$ cat config.mk
export PLATFORM = sky130hd
export DESIGN_NAME = qce_top
export DESIGN_NICKNAME = d
export VERILOG_FILES = /design/src/rtl/qce_pkg.sv /design/src/rtl/qce_lane_shifter.sv /design/src/rtl/qce_sequencer.sv /design/src/rtl/qce_top.sv
export SDC_FILE = /design/constraint.sdc
export NUM_CORES = 1
export LEC_CHECK = 0
export BUFFER_PORTS_ARGS = -buffer_cell sky130_fd_sc_hd__buf_2
export CAP_MARGIN = 0
export CORE_UTILIZATION = 40
export CTS_BUF_LIST = sky130_fd_sc_hd__clkbuf_2 sky130_fd_sc_hd__clkbuf_4 sky130_fd_sc_hd__clkbuf_8
export DETAILED_ROUTE_END_ITERATION = 10
export PLACE_DENSITY = 0.57
export SLEW_MARGIN = 10
export SYNTH_ARGS = -nofsm -noshare
export SYNTH_HDL_FRONTEND = slang
export SYNTH_SLANG_ARGS = --single-unit
$ cat constraint.sdc
create_clock -name clk -period 4.4 [get_ports clk]
set_input_delay 0.88 -clock clk [delete_from_list [all_inputs] [get_ports clk]]
set_output_delay 0.88 -clock clk [all_outputs]
set_load 0.005 [all_outputs]
$ cat src/rtl/qce_pkg.sv
package qce_pkg;
   typedef enum logic [1:0] {LN_ONE = 2'd0, LN_TWO = 2'd1, LN_FOUR = 2'd2} lane_e;

   localparam int F_BD_EVT  = 16;
   localparam int F_PKT_EVT = 17;
   localparam int F_END     = 19;
   localparam int F_RX      = 20;
   localparam int F_DUAL    = 22;
   localparam int F_QUAD    = 23;
   localparam int F_LSB     = 25;
   localparam int F_SEL     = 28;
   localparam int F_DROP_CS = 30;
   localparam int F_OWN     = 31;

   function automatic logic [7:0] rev8(input logic [7:0] b);
      for (int i = 0; i < 8; i++) rev8[i] = b[7-i];
   endfunction

   function automatic logic [3:0] beats(input lane_e l);
      case (l)
         LN_TWO:  beats = 4'd4;
         LN_FOUR: beats = 4'd2;
         default: beats = 4'd8;
      endcase
   endfunction
endpackage

$ cat src/rtl/qce_lane_shifter.sv
module qce_lane_shifter
   import qce_pkg::*;
(
   input  logic       clk,
   input  logic       rst_n,
   input  logic       abort,
   input  logic       tick,
   input  logic       start,
   input  logic [7:0] tx_byte,
   input  lane_e      lane,
   input  logic       rx_mode,
   input  logic       lsb_first,
   input  logic [3:0] io_in,
   output logic       done,
   output logic [7:0] rx_byte,
   output logic       sck,
   output logic [3:0] io_out,
   output logic [3:0] io_oe
);
   logic [7:0] sh_q, sh_in, sh_out;
   logic [3:0] cnt_q;
   logic       sck_q, busy_q, done_q;

   always_comb begin
      case (lane)
         LN_TWO:  begin sh_in = {sh_q[5:0], io_in[1:0]}; sh_out = {sh_q[5:0], 2'b00}; end
         LN_FOUR: begin sh_in = {sh_q[3:0], io_in[3:0]}; sh_out = {sh_q[3:0], 4'b0000}; end
         default: begin sh_in = {sh_q[6:0], io_in[1]};   sh_out = {sh_q[6:0], 1'b0}; end
      endcase
   end

   always_ff @(posedge clk or negedge rst_n) begin
      if (!rst_n) begin
         sh_q <= '0; cnt_q <= '0; sck_q <= 1'b0; busy_q <= 1'b0; done_q <= 1'b0;
      end else begin
         done_q <= 1'b0;
         if (abort) begin
            busy_q <= 1'b0;
            sck_q  <= 1'b0;
         end else if (start && !busy_q) begin
            sh_q   <= lsb_first ? rev8(tx_byte) : tx_byte;
            cnt_q  <= beats(lane);
            busy_q <= 1'b1;
            sck_q  <= 1'b0;
         end else if (busy_q && tick) begin
            if (!sck_q) begin
               sck_q <= 1'b1;
               cnt_q <= cnt_q - 4'd1;
               if (rx_mode) sh_q <= sh_in;
            end else begin
               sck_q <= 1'b0;
               if (!rx_mode) sh_q <= sh_out;
               if (cnt_q == 4'd0) begin
                  busy_q <= 1'b0;
                  done_q <= 1'b1;
               end
            end
         end
      end
   end

   always_comb begin
      io_out = 4'b0000;
      io_oe  = 4'b0000;
      if (busy_q && !rx_mode) begin
         case (lane)
            LN_TWO:  begin io_out = {2'b00, sh_q[7:6]}; io_oe = 4'b0011; end
            LN_FOUR: begin io_out = sh_q[7:4];          io_oe = 4'b1111; end
            default: begin io_out = {3'b000, sh_q[7]};  io_oe = 4'b0001; end
         endcase
      end
   end

   assign done    = done_q;
   assign sck     = sck_q;
   assign rx_byte = lsb_first ? rev8(sh_q) : sh_q;

   AST_SCK_NEEDS_BYTE: assert property (@(posedge clk) disable iff (!rst_n)
      sck_q |-> busy_q);
   AST_DONE_AFTER_FALL: assert property (@(posedge clk) disable iff (!rst_n)
      done_q |-> (!sck_q && $past(sck_q)));
   AST_BEAT_RANGE: assert property (@(posedge clk) disable iff (!rst_n)
      busy_q |-> (cnt_q <= 4'd8));
endmodule

$ cat src/rtl/qce_sequencer.sv
module qce_sequencer
   import qce_pkg::*;
#(
   parameter int ADDR_W = 32,
   parameter int SEL_W  = 1
) (
   input  logic              clk,
   input  logic              rst_n,
   input  logic              reg_wr,
   input  logic              reg_sel,
   input  logic [31:0]       reg_wdata,
   output logic              mem_req,
   output logic              mem_we,
   output logic [ADDR_W-1:0] mem_addr,
   output logic [31:0]       mem_wdata,
   input  logic              mem_ack,
   input  logic [31:0]       mem_rdata,
   output logic              sh_start,
   output logic              sh_abort,
   output logic [7:0]        sh_tx_byte,
   output lane_e             sh_lane,
   output logic              sh_rx,
   output logic              sh_lsb,
   input  logic              sh_done,
   input  logic [7:0]        sh_rx_byte,
   output logic              cs_on,
   output logic [SEL_W-1:0]  cs_sel,
   output logic              evt_bd,
   output logic              evt_pkt,
   output logic              evt_err
);
   typedef enum logic [3:0] {
      S_IDLE, S_RD_CTL, S_RD_BUF, S_RD_NXT, S_PREP, S_RD_WORD,
      S_SHIFT, S_WAIT, S_WR_WORD, S_WB, S_FINISH
   } st_e;

   st_e               st_q;
   logic [ADDR_W-1:0] base_q, cur_q, buf_q, nxt_q;
   logic [31:0]       ctl_q, word_q;
   logic [8:0]        remain_q;
   logic [1:0]        bidx_q;
   logic              cs_on_q, bd_q, pkt_q, err_q;
   logic [SEL_W-1:0]  sel_q;
   logic              halt, go;

   assign halt = reg_wr && !reg_sel && (reg_wdata == 32'h0);
   assign go   = reg_wr && !reg_sel && (reg_wdata[2:0] == 3'b111) && (st_q == S_IDLE);

   always_ff @(posedge clk or negedge rst_n) begin
      if (!rst_n) begin
         st_q <= S_IDLE; base_q <= '0; cur_q <= '0; buf_q <= '0; nxt_q <= '0;
         ctl_q <= '0; word_q <= '0; remain_q <= '0; bidx_q <= '0;
         cs_on_q <= 1'b0; sel_q <= '0; bd_q <= 1'b0; pkt_q <= 1'b0; err_q <= 1'b0;
      end else begin
         bd_q <= 1'b0; pkt_q <= 1'b0; err_q <= 1'b0;
         if (reg_wr && reg_sel) base_q <= reg_wdata[ADDR_W-1:0];
         if (halt) begin
            st_q    <= S_IDLE;
            cs_on_q <= 1'b0;
         end else begin
            case (st_q)
               S_IDLE: if (go) begin
                  cur_q <= base_q;
                  st_q  <= S_RD_CTL;
               end
               S_RD_CTL: if (mem_ack) begin
                  ctl_q <= mem_rdata;
                  if (!mem_rdata[F_OWN]) begin
                     err_q   <= 1'b1;
                     cs_on_q <= 1'b0;
                     st_q    <= S_IDLE;
                  end else st_q <= S_RD_BUF;
               end
               S_RD_BUF: if (mem_ack) begin
                  buf_q <= mem_rdata[ADDR_W-1:0];
                  st_q  <= S_RD_NXT;
               end
               S_RD_NXT: if (mem_ack) begin
                  nxt_q    <= mem_rdata[ADDR_W-1:0];
                  remain_q <= ctl_q[8:0];
                  bidx_q   <= 2'd0;
                  sel_q    <= ctl_q[F_SEL +: SEL_W];
                  cs_on_q  <= 1'b1;
                  st_q     <= S_PREP;
               end
               S_PREP: begin
                  if (remain_q == 9'd0)                   st_q <= S_WB;
                  else if (ctl_q[F_RX] || bidx_q != 2'd0) st_q <= S_SHIFT;
                  else                                    st_q <= S_RD_WORD;
               end
               S_RD_WORD: if (mem_ack) begin
                  word_q <= mem_rdata;
                  st_q   <= S_SHIFT;
               end
               S_SHIFT: st_q <= S_WAIT;
               S_WAIT: if (sh_done) begin
                  remain_q <= remain_q - 9'd1;
                  bidx_q   <= bidx_q + 2'd1;
                  if (ctl_q[F_RX]) begin
                     if (bidx_q == 2'd0) word_q <= {24'h0, sh_rx_byte};
                     else                word_q[{bidx_q, 3'b000} +: 8] <= sh_rx_byte;
                     st_q <= (bidx_q == 2'd3 || remain_q == 9'd1) ? S_WR_WORD : S_PREP;
                  end else begin
                     if (bidx_q == 2'd3) buf_q <= buf_q + ADDR_W'(4);
                     st_q <= S_PREP;
                  end
               end
               S_WR_WORD: if (mem_ack) begin
                  buf_q <= buf_q + ADDR_W'(4);
                  st_q  <= S_PREP;
               end
               S_WB: if (mem_ack) st_q <= S_FINISH;
               S_FINISH: begin
                  bd_q <= ctl_q[F_BD_EVT];
                  if (ctl_q[F_DROP_CS]) cs_on_q <= 1'b0;
                  if (ctl_q[F_END]) begin
                     pkt_q <= ctl_q[F_PKT_EVT];
                     st_q  <= S_IDLE;
                  end else if (nxt_q == '0) begin
                     err_q   <= 1'b1;
                     cs_on_q <= 1'b0;
                     st_q    <= S_IDLE;
                  end else begin
                     cur_q <= nxt_q;
                     st_q  <= S_RD_CTL;
                  end
               end
               default: st_q <= S_IDLE;
            endcase
         end
      end
   end

   always_comb begin
      mem_req   = 1'b0;
      mem_we    = 1'b0;
      mem_addr  = cur_q;
      mem_wdata = word_q;
      case (st_q)
         S_RD_CTL:  mem_req = 1'b1;
         S_RD_BUF:  begin mem_req = 1'b1; mem_addr = cur_q + ADDR_W'(8); end
         S_RD_NXT:  begin mem_req = 1'b1; mem_addr = cur_q + ADDR_W'(12); end
         S_RD_WORD: begin mem_req = 1'b1; mem_addr = buf_q; end
         S_WR_WORD: begin mem_req = 1'b1; mem_we = 1'b1; mem_addr = buf_q; end
         S_WB: begin
            mem_req   = 1'b1;
            mem_we    = 1'b1;
            mem_wdata = {1'b0, ctl_q[30:0]};
         end
         default: ;
      endcase
   end

   assign sh_start   = (st_q == S_SHIFT);
   assign sh_abort   = halt;
   assign sh_tx_byte = word_q[{bidx_q, 3'b000} +: 8];
   assign sh_lane    = ctl_q[F_QUAD] ? LN_FOUR : (ctl_q[F_DUAL] ? LN_TWO : LN_ONE);
   assign sh_rx      = ctl_q[F_RX];
   assign sh_lsb     = ctl_q[F_LSB];
   assign cs_on      = cs_on_q;
   assign cs_sel     = sel_q;
   assign evt_bd     = bd_q;
   assign evt_pkt    = pkt_q;
   assign evt_err    = err_q;

   AST_REQ_HELD: assert property (@(posedge clk) disable iff (!rst_n)
      (mem_req && !mem_ack && !halt) |=> (mem_req && $stable(mem_addr)));
   AST_ERR_DESELECTS: assert property (@(posedge clk) disable iff (!rst_n)
      err_q |-> !cs_on_q);
   AST_PKT_ENDS_RUN: assert property (@(posedge clk) disable iff (!rst_n)
      pkt_q |-> (st_q == S_IDLE));
   AST_HALT_STOPS: assert property (@(posedge clk) disable iff (!rst_n)
      halt |=> (!mem_req && !cs_on_q && !bd_q && !pkt_q && !err_q));
endmodule

$ cat src/rtl/qce_top.sv
module qce_top
   import qce_pkg::*;
#(
   parameter int ADDR_W = 32,
   parameter int NUM_CS = 2
) (
   input  logic              clk,
   input  logic              rst_n,
   input  logic              reg_wr,
   input  logic              reg_sel,
   input  logic [31:0]       reg_wdata,
   output logic              mem_req,
   output logic              mem_we,
   output logic [ADDR_W-1:0] mem_addr,
   output logic [31:0]       mem_wdata,
   input  logic              mem_ack,
   input  logic [31:0]       mem_rdata,
   input  logic              sck_tick,
   output logic              sck,
   output logic [NUM_CS-1:0] cs_n,
   output logic [3:0]        io_out,
   output logic [3:0]        io_oe,
   input  logic [3:0]        io_in,
   output logic              evt_bd_done,
   output logic              evt_pkt_done,
   output logic              evt_err
);
   localparam int SEL_W = (NUM_CS == 4) ? 2 : 1;

   if (NUM_CS != 2 && NUM_CS != 4) begin : g_bad_cs
      $error("qce_top: NUM_CS must be 2 or 4");
   end
   if (ADDR_W < 8 || ADDR_W > 32) begin : g_bad_aw
      $error("qce_top: ADDR_W must lie in 8..32");
   end

   logic             s_start, s_abort, s_rx, s_lsb, s_done, s_cs_on;
   logic [7:0]       s_tx, s_rxb;
   lane_e            s_lane;
   logic [SEL_W-1:0] s_sel;

   qce_sequencer #(.ADDR_W(ADDR_W), .SEL_W(SEL_W)) u_seq (
      .clk(clk), .rst_n(rst_n), .reg_wr(reg_wr), .reg_sel(reg_sel), .reg_wdata(reg_wdata),
      .mem_req(mem_req), .mem_we(mem_we), .mem_addr(mem_addr), .mem_wdata(mem_wdata),
      .mem_ack(mem_ack), .mem_rdata(mem_rdata),
      .sh_start(s_start), .sh_abort(s_abort), .sh_tx_byte(s_tx), .sh_lane(s_lane),
      .sh_rx(s_rx), .sh_lsb(s_lsb), .sh_done(s_done), .sh_rx_byte(s_rxb),
      .cs_on(s_cs_on), .cs_sel(s_sel),
      .evt_bd(evt_bd_done), .evt_pkt(evt_pkt_done), .evt_err(evt_err)
   );

   qce_lane_shifter u_shift (
      .clk(clk), .rst_n(rst_n), .abort(s_abort), .tick(sck_tick), .start(s_start),
      .tx_byte(s_tx), .lane(s_lane), .rx_mode(s_rx), .lsb_first(s_lsb), .io_in(io_in),
      .done(s_done), .rx_byte(s_rxb), .sck(sck), .io_out(io_out), .io_oe(io_oe)
   );

   for (genvar i = 0; i < NUM_CS; i++) begin : g_cs
      assign cs_n[i] = !(s_cs_on && (s_sel == SEL_W'(i)));
   end

   AST_ONE_SELECT: assert property (@(posedge clk) disable iff (!rst_n)
      $onehot0(~cs_n));
   AST_QUIET_DESELECTED: assert property (@(posedge clk) disable iff (!rst_n)
      (&cs_n) |-> (io_oe == 4'b0000 && !sck));
   AST_RX_NO_DRIVE: assert property (@(posedge clk) disable iff (!rst_n)
      (io_oe != 4'b0000) |-> !s_rx);
   AST_EVT_EXCLUSIVE: assert property (@(posedge clk) disable iff (!rst_n)
      !(evt_pkt_done && evt_err));
endmodule

; ---- Yosys cells after proc, flatten, opt, wreduce, memory -nomap -nowiden
; Index checks and enable logic that the tools add are counted.
[totals]
ff_bits = 226
latch_bits = 0
mem_bits_rw = 0
romBits = 0
input_bits = 74
elab_cells = 210
memories = 0
[classes]
n_addsub = 7
mul = 0
div = 0
n_lt_le_gt_ge = 0
n_eq_ne = 37
n_shift = 3
mux = 93
bitwise = 2
reduce_logical = 49
[ops]
columns = cell, n
row1 = $mux W32, 12
row2 = $pmux W32 S3, 2
row3 = $pmux W32 S2, 2
row4 = $add A32 B4 Y32 const B, 2
row5 = $logic_not A32 Y1, 2
row6 = $mux W4, 16
row7 = $mux W8, 7
row8 = $pmux W4 S10, 1
row9 = $mux W1, 36
row10 = $add A32 B3 Y32 const B, 1
row11 = $bwmux W32, 1
row12 = $pmux W8 S2, 2
row13 = $shift A8 B7 Y32 const A, 1
row14 = $shiftx A32 B6 Y8, 1
row15 = $shiftx A8 B7 Y32, 1
row16 = $pmux W4 S2, 3
row17 = $ne A3 B3 Y1 const B, 7
row18 = $mux W9, 2
row19 = $pmux W9 S2, 1
row20 = $eq A4 B3 Y1 const B, 4
row21 = $ne A2 B2 Y1 const B, 8
row22 = $reduce_bool A3 Y1, 5
row23 = $reduce_and A7 Y1, 2
row24 = $eq A4 B4 Y1 const B, 3
row25 = 31 further kinds, 69

; ---- Depth between registers and ports, before layout
[depth]
ltp_word = 8
ltp_mapped = 10

; ---- Cells and area by module
; From an unflattened synthesis, not the netlist that was laid out.
[hier_totals]
hier_cells = 1444
area_unflattened_um2 = 13973.4
[by_module_without_submodules]
columns = mod, instances, cells_per_inst, area_per_inst_um2
row1 = qce_sequencer, 1, 1304, 12729.7
row2 = qce_lane_shifter, 1, 138, 1233.7
row3 = qce_top, 1, 2, 10.0

; ---- Worst setup path before layout
; Ideal clock, no wire load.
[synth_timing]
path_type = register to output
startpoint = register u_seq.cur_q[2]
endpoint = output mem_addr[24]
arrival_time_ps = 2133
required_ps = 3520
setup_slack_ps = 1387
path_stages_with_launch = 9
n_path_buf = 1
path_cell_list = dfrtp_1 > clkbuf_1 > inv_1 > ha_1 > nand3b_1 > nor2_1 > a22oi_1 > or4_1 > o311ai_0
[synth_between]
elab_chain_len = 2
word_cells_on_any_way = 3
cone_classes = add/sub (2) / mux (1)
[synth_lines]
columns = element, line_no
row1 = start: declaration, qce_sequencer.sv:38  ; logic [ADDR_W-1:0] base_q, cur_q, buf_q, nxt_q;
row2 = start signal: assignment, qce_sequencer.sv:63  ; cur_q <= base_q;
row3 = start signal: assignment, qce_sequencer.sv:124  ; cur_q <= nxt_q;
row4 = "$add A32 B4 Y32, on equally long branches", "qce_sequencer.sv:142, qce_sequencer.sv:141"
row5 = $pmux W32 S3 (*), qce_sequencer.sv:139  ; case (st_q)
row6 = end: declaration, qce_top.sv:14  ; output logic [ADDR_W-1:0] mem_addr,
; Every way passes the cells marked *; elsewhere a longest branch is shown, timed or not.

; ---- Worst setup path after layout
; Same ends and word-level chain as after synthesis.

==> impl_metrics.yaml <==
run_status:
  outcome: "complete, no violations"
worst_hold_path:
  hp-class: "in -> async"
floorplan:
  die_height_um: 189
  die_w_um: 189
  placeableCoreArea_sq_um: 34500
  start_util_pct: 40.6
  rows: 68
  die_area_sq_um: 35700
  io_pins: 154
finish:
  utilization_pct: 46.6
  final_nets: 1599
  antenna_cells: 0
  drive_above_1_share_pct: 33.0
  fin_area_sq_um: 16100
  syn_to_final_growth_pct: 14.9
place:
  place_hpwl_um: 35200
  place.gp.congestion: 0.880
  dpl_worst_slack_ns: 0.818
  placed_cell_area_sq_um: 15200
  io_buffers: 153
job:
  cap_violations: 0
clock_tree:
  postCtsHoldBufs: 0
  clock-sinks: 226
  cts-root-buf: "clkbuf_8"
  cts_tree: "built"
  post-cts-setup-buffer-count: 0
  htreeDepth: 2
  ctsResizeCount: 0
  clk_latency_ns: 0.58
  clk_path_buf_depth: 3
  cts_made_buffers: 42
  clk_pin_slew_ns: 0.06
sta:
  final.setup.worst_slack_ns: 0.204
  fin_crit_ns: 4.20
  grt_setup_unrepaired: "no"
  slew_headroom_pct: 28.4
  clock_skew_ns: 0.0334
  tightest_slew_ns: 1.07
  fin_tns_setup_ns: 0
  finalHoldViolCount: 0
  drv_slew: 0
  setup-violations-final: 0
  clock.fmax_mhz: 238
  fin_crit_sh_pct: 95.4
logic_synthesis:
  synth-async-reset-ratio_pct: 100
  synth-seq-area-share_pct: 40.5
  syn_nets: 1474
  yosysTopAreaCellShare_pct: 40.5
  syn_avg_cell_area_sq_um: 10.1
  synth_commonest_cells: "dfrtp_1, mux2_2, nand2_1, nor2_1, a21oi_1"
  yosysWarnings: 0
  yosys-top-cells-area: "dfrtp_1, mux2_2, mux2i_1, a21oi_1, nand2_1"
  yosysMostFrequentCell: "dfrtp_1"
  synth-main-ff-cell: "dfrtp_1"
  ys_ff_latch: 226
  synth_cells: 1386
  syn-cell-area_sq_um: 14000
  synth_edf_count: 0
  yosys.area.top_type: "dfrtp_1"
  synth.distinct_cells: 82
setup_path:
  r2r-start: "u_seq.st_q[1]$_DFFE_PN0P_"
  crit_path_max_fanout: 8
  ff2ff_path_depth: 7
  cp-end-kind: "output pin"
  cp_top_family: "simple AND/OR/NAND/NOR gates"
  regToRegEndpoint: "u_seq.buf_q[23]$_DFFE_PN0P_"
  ff2ff_setup_slack_ns: 1.16
  crit_type: "reg -> out"
  slowest_delay_ns: 0.52
  path_cells: "inv_1, ha_1, nand3b_1, nor2_1, a22oi_1, or4_1, o311ai_0, buf_2"
  required_ns: 3.52
  path_buf_inv: 2
  start_kind: "flip-flop"
  crit_slowest_cell: "or4_1"
  critPathArrivalTime_ns: 3.32
power_and_ir_drop:
  p_int_mw: 6.78
  leakage_nw: 6.68
  clock_power_share_pct: 18.1
  irDropWorstVdd_mv: 0.272
  pwr-share-seq_pct: 37.1
  pwr-share-comb_pct: 44.9
  p_switching_mw: 5.10
  power.total_mw: 11.9
  sw_frac_of_total_pct: 42.9
  p_per_area_nw_per_um2: 740
routing:
  avgViaCountPerCell: 6.15
  wl_um: 48400
  wl_per_cell_um: 24.3
  drtIter0Drc: 1028
  ant_nets: 0
  drc: 0
  num_vias: 12244
  dr.pass1.iters: 5
global_route:
  antenna_found_initial: 1
  grt_max_degree: 96
  grt_pass1_wl_um: 72700
  grt_pass1_vias: 11695
  gr-usage-all-layers_pct: 26.9
  overflow: 0
kinds of logic after synthesis:
family,count (synthesis),synth area share (%)
simple gates,386,14.4
compound gates,354,17.5
mux,264,21.6
flops,226,40.5
buf+inv,132,4.19
fa+ha+maj,14,1.25
xor+xnor,10,0.627
worst max-delay path by stage:
| stage | slack [ns] | from | to | cells after the start |
|---|---|---|---|---|
| final | 0.20 | u_seq.cur_q[2]$_DFFE_PN0P_ | mem_addr[24] | 8 |
| after global routing | 0.07 | u_seq.cur_q[2]$_DFFE_PN0P_ | mem_addr[24] | 8 |
| after CTS | 0.20 | u_seq.cur_q[2]$_DFFE_PN0P_ | mem_addr[24] | 8 |
| after detailed placement | 0.82 | u_seq.cur_q[2]$_DFFE_PN0P_ | mem_addr[24] | 8 |
| after global placement | 0.83 | u_seq.cur_q[2]$_DFFE_PN0P_ | mem_addr[28] | 8 |
| after floorplan | 1.39 | u_seq.cur_q[2]$_DFFE_PN0P_ | mem_addr[24] | 8 |
layout make-up:
class	instances	area (sq um)
fill	3329	18400
multi-input combinational	1028	7770
sequential	226	5660
timing repair buffer	190	1090
clock buffer	63	817
tap	455	569
inverter	23	86.3
clock inverter	5	58.8
worst reg2reg max path, stage by stage, from the launching register on:
cell and delay, ns:
dfrtp_1 0.55, buf_4 0.35, nand4b_1 0.56, o32ai_1 0.39, o21ai_1 0.12, buf_4 0.23
nor2_2 0.71, a21oi_1 0.16
power groups by stage:
stage | registers (mW) | logic, mW | clock network, mW
after global placement | 4.36 | 5.22 | 0
after detailed placement | 4.37 | 5.29 | 0
after CTS | 4.35 | 5.31 | 2.20
final | 4.40 | 5.33 | 2.15
after floorplan | 3.57 | 4.01 | 0
after global routing | 4.53 | 5.78 | 2.28
through the flow:
stage / instances / hold WS (ns)
floorplan: 1386 / 0.459
global placement: 1922 / 0.474
detailed placement: 1922 / 0.479
CTS: 1990 / 0.357
global route: 1990 / 0.392
finish: 1990 / 0.329
flip-flops by register name (all words and copies together), names as in the netlist:
signal,cells
u_seq.evt_bd,1
u_seq.word_q,32
u_seq.evt_err,1
u_seq.nxt_q,32
u_shift.sck,1
u_seq.cur_q,32
u_seq.ctl_q,31
u_shift.busy_q,1
u_seq.cs_sel,1
u_seq.base_q,32
u_seq.buf_q,32
u_shift.sh_q,8
u_shift.cnt_q,4
u_shift.done,1
u_seq.evt_pkt,1
u_seq.remain_q,9
u_seq.bidx_q,2
u_seq.cs_on,1
u_seq.st_q,4
cell usage in the layout, fill, tap and decap left out, drive strengths merged, types with 12 or more instances in the layout:
master / Yosys / layout
nor3: 35 / 35
o22a: 15 / 15
and2: 12 / 12
o31ai: 17 / 17
a21oi: 67 / 67
o22ai: 14 / 14
buf: 47 / 190
clkbuf: 62 / 63
nand4: 19 / 19
nor2: 80 / 80
mux2: 219 / 219
o21ai: 62 / 62
and3: 14 / 14
inv: 23 / 24
nand2b: 15 / 15
mux2i: 37 / 37
ha: 14 / 14
nor4: 35 / 35
a22oi: 13 / 13
a211oi: 14 / 14
nand3: 45 / 45
nand2: 87 / 87
a22o: 17 / 17
dfrtp: 226 / 226
a31oi: 44 / 44
routing by layer:
layer | GRT usage [%] | vias to the layer above | wire length (um)
met3 | 4.93 | 93 | 3510
met4 | 9.34 | 0 | 1520
met2 | 41.0 | 511 | 21700
li1 | - | 5551 | -
met1 | 38.3 | 6089 | 21600
met5 | 0 | - | 0
(Power assumes the default switching activity.)
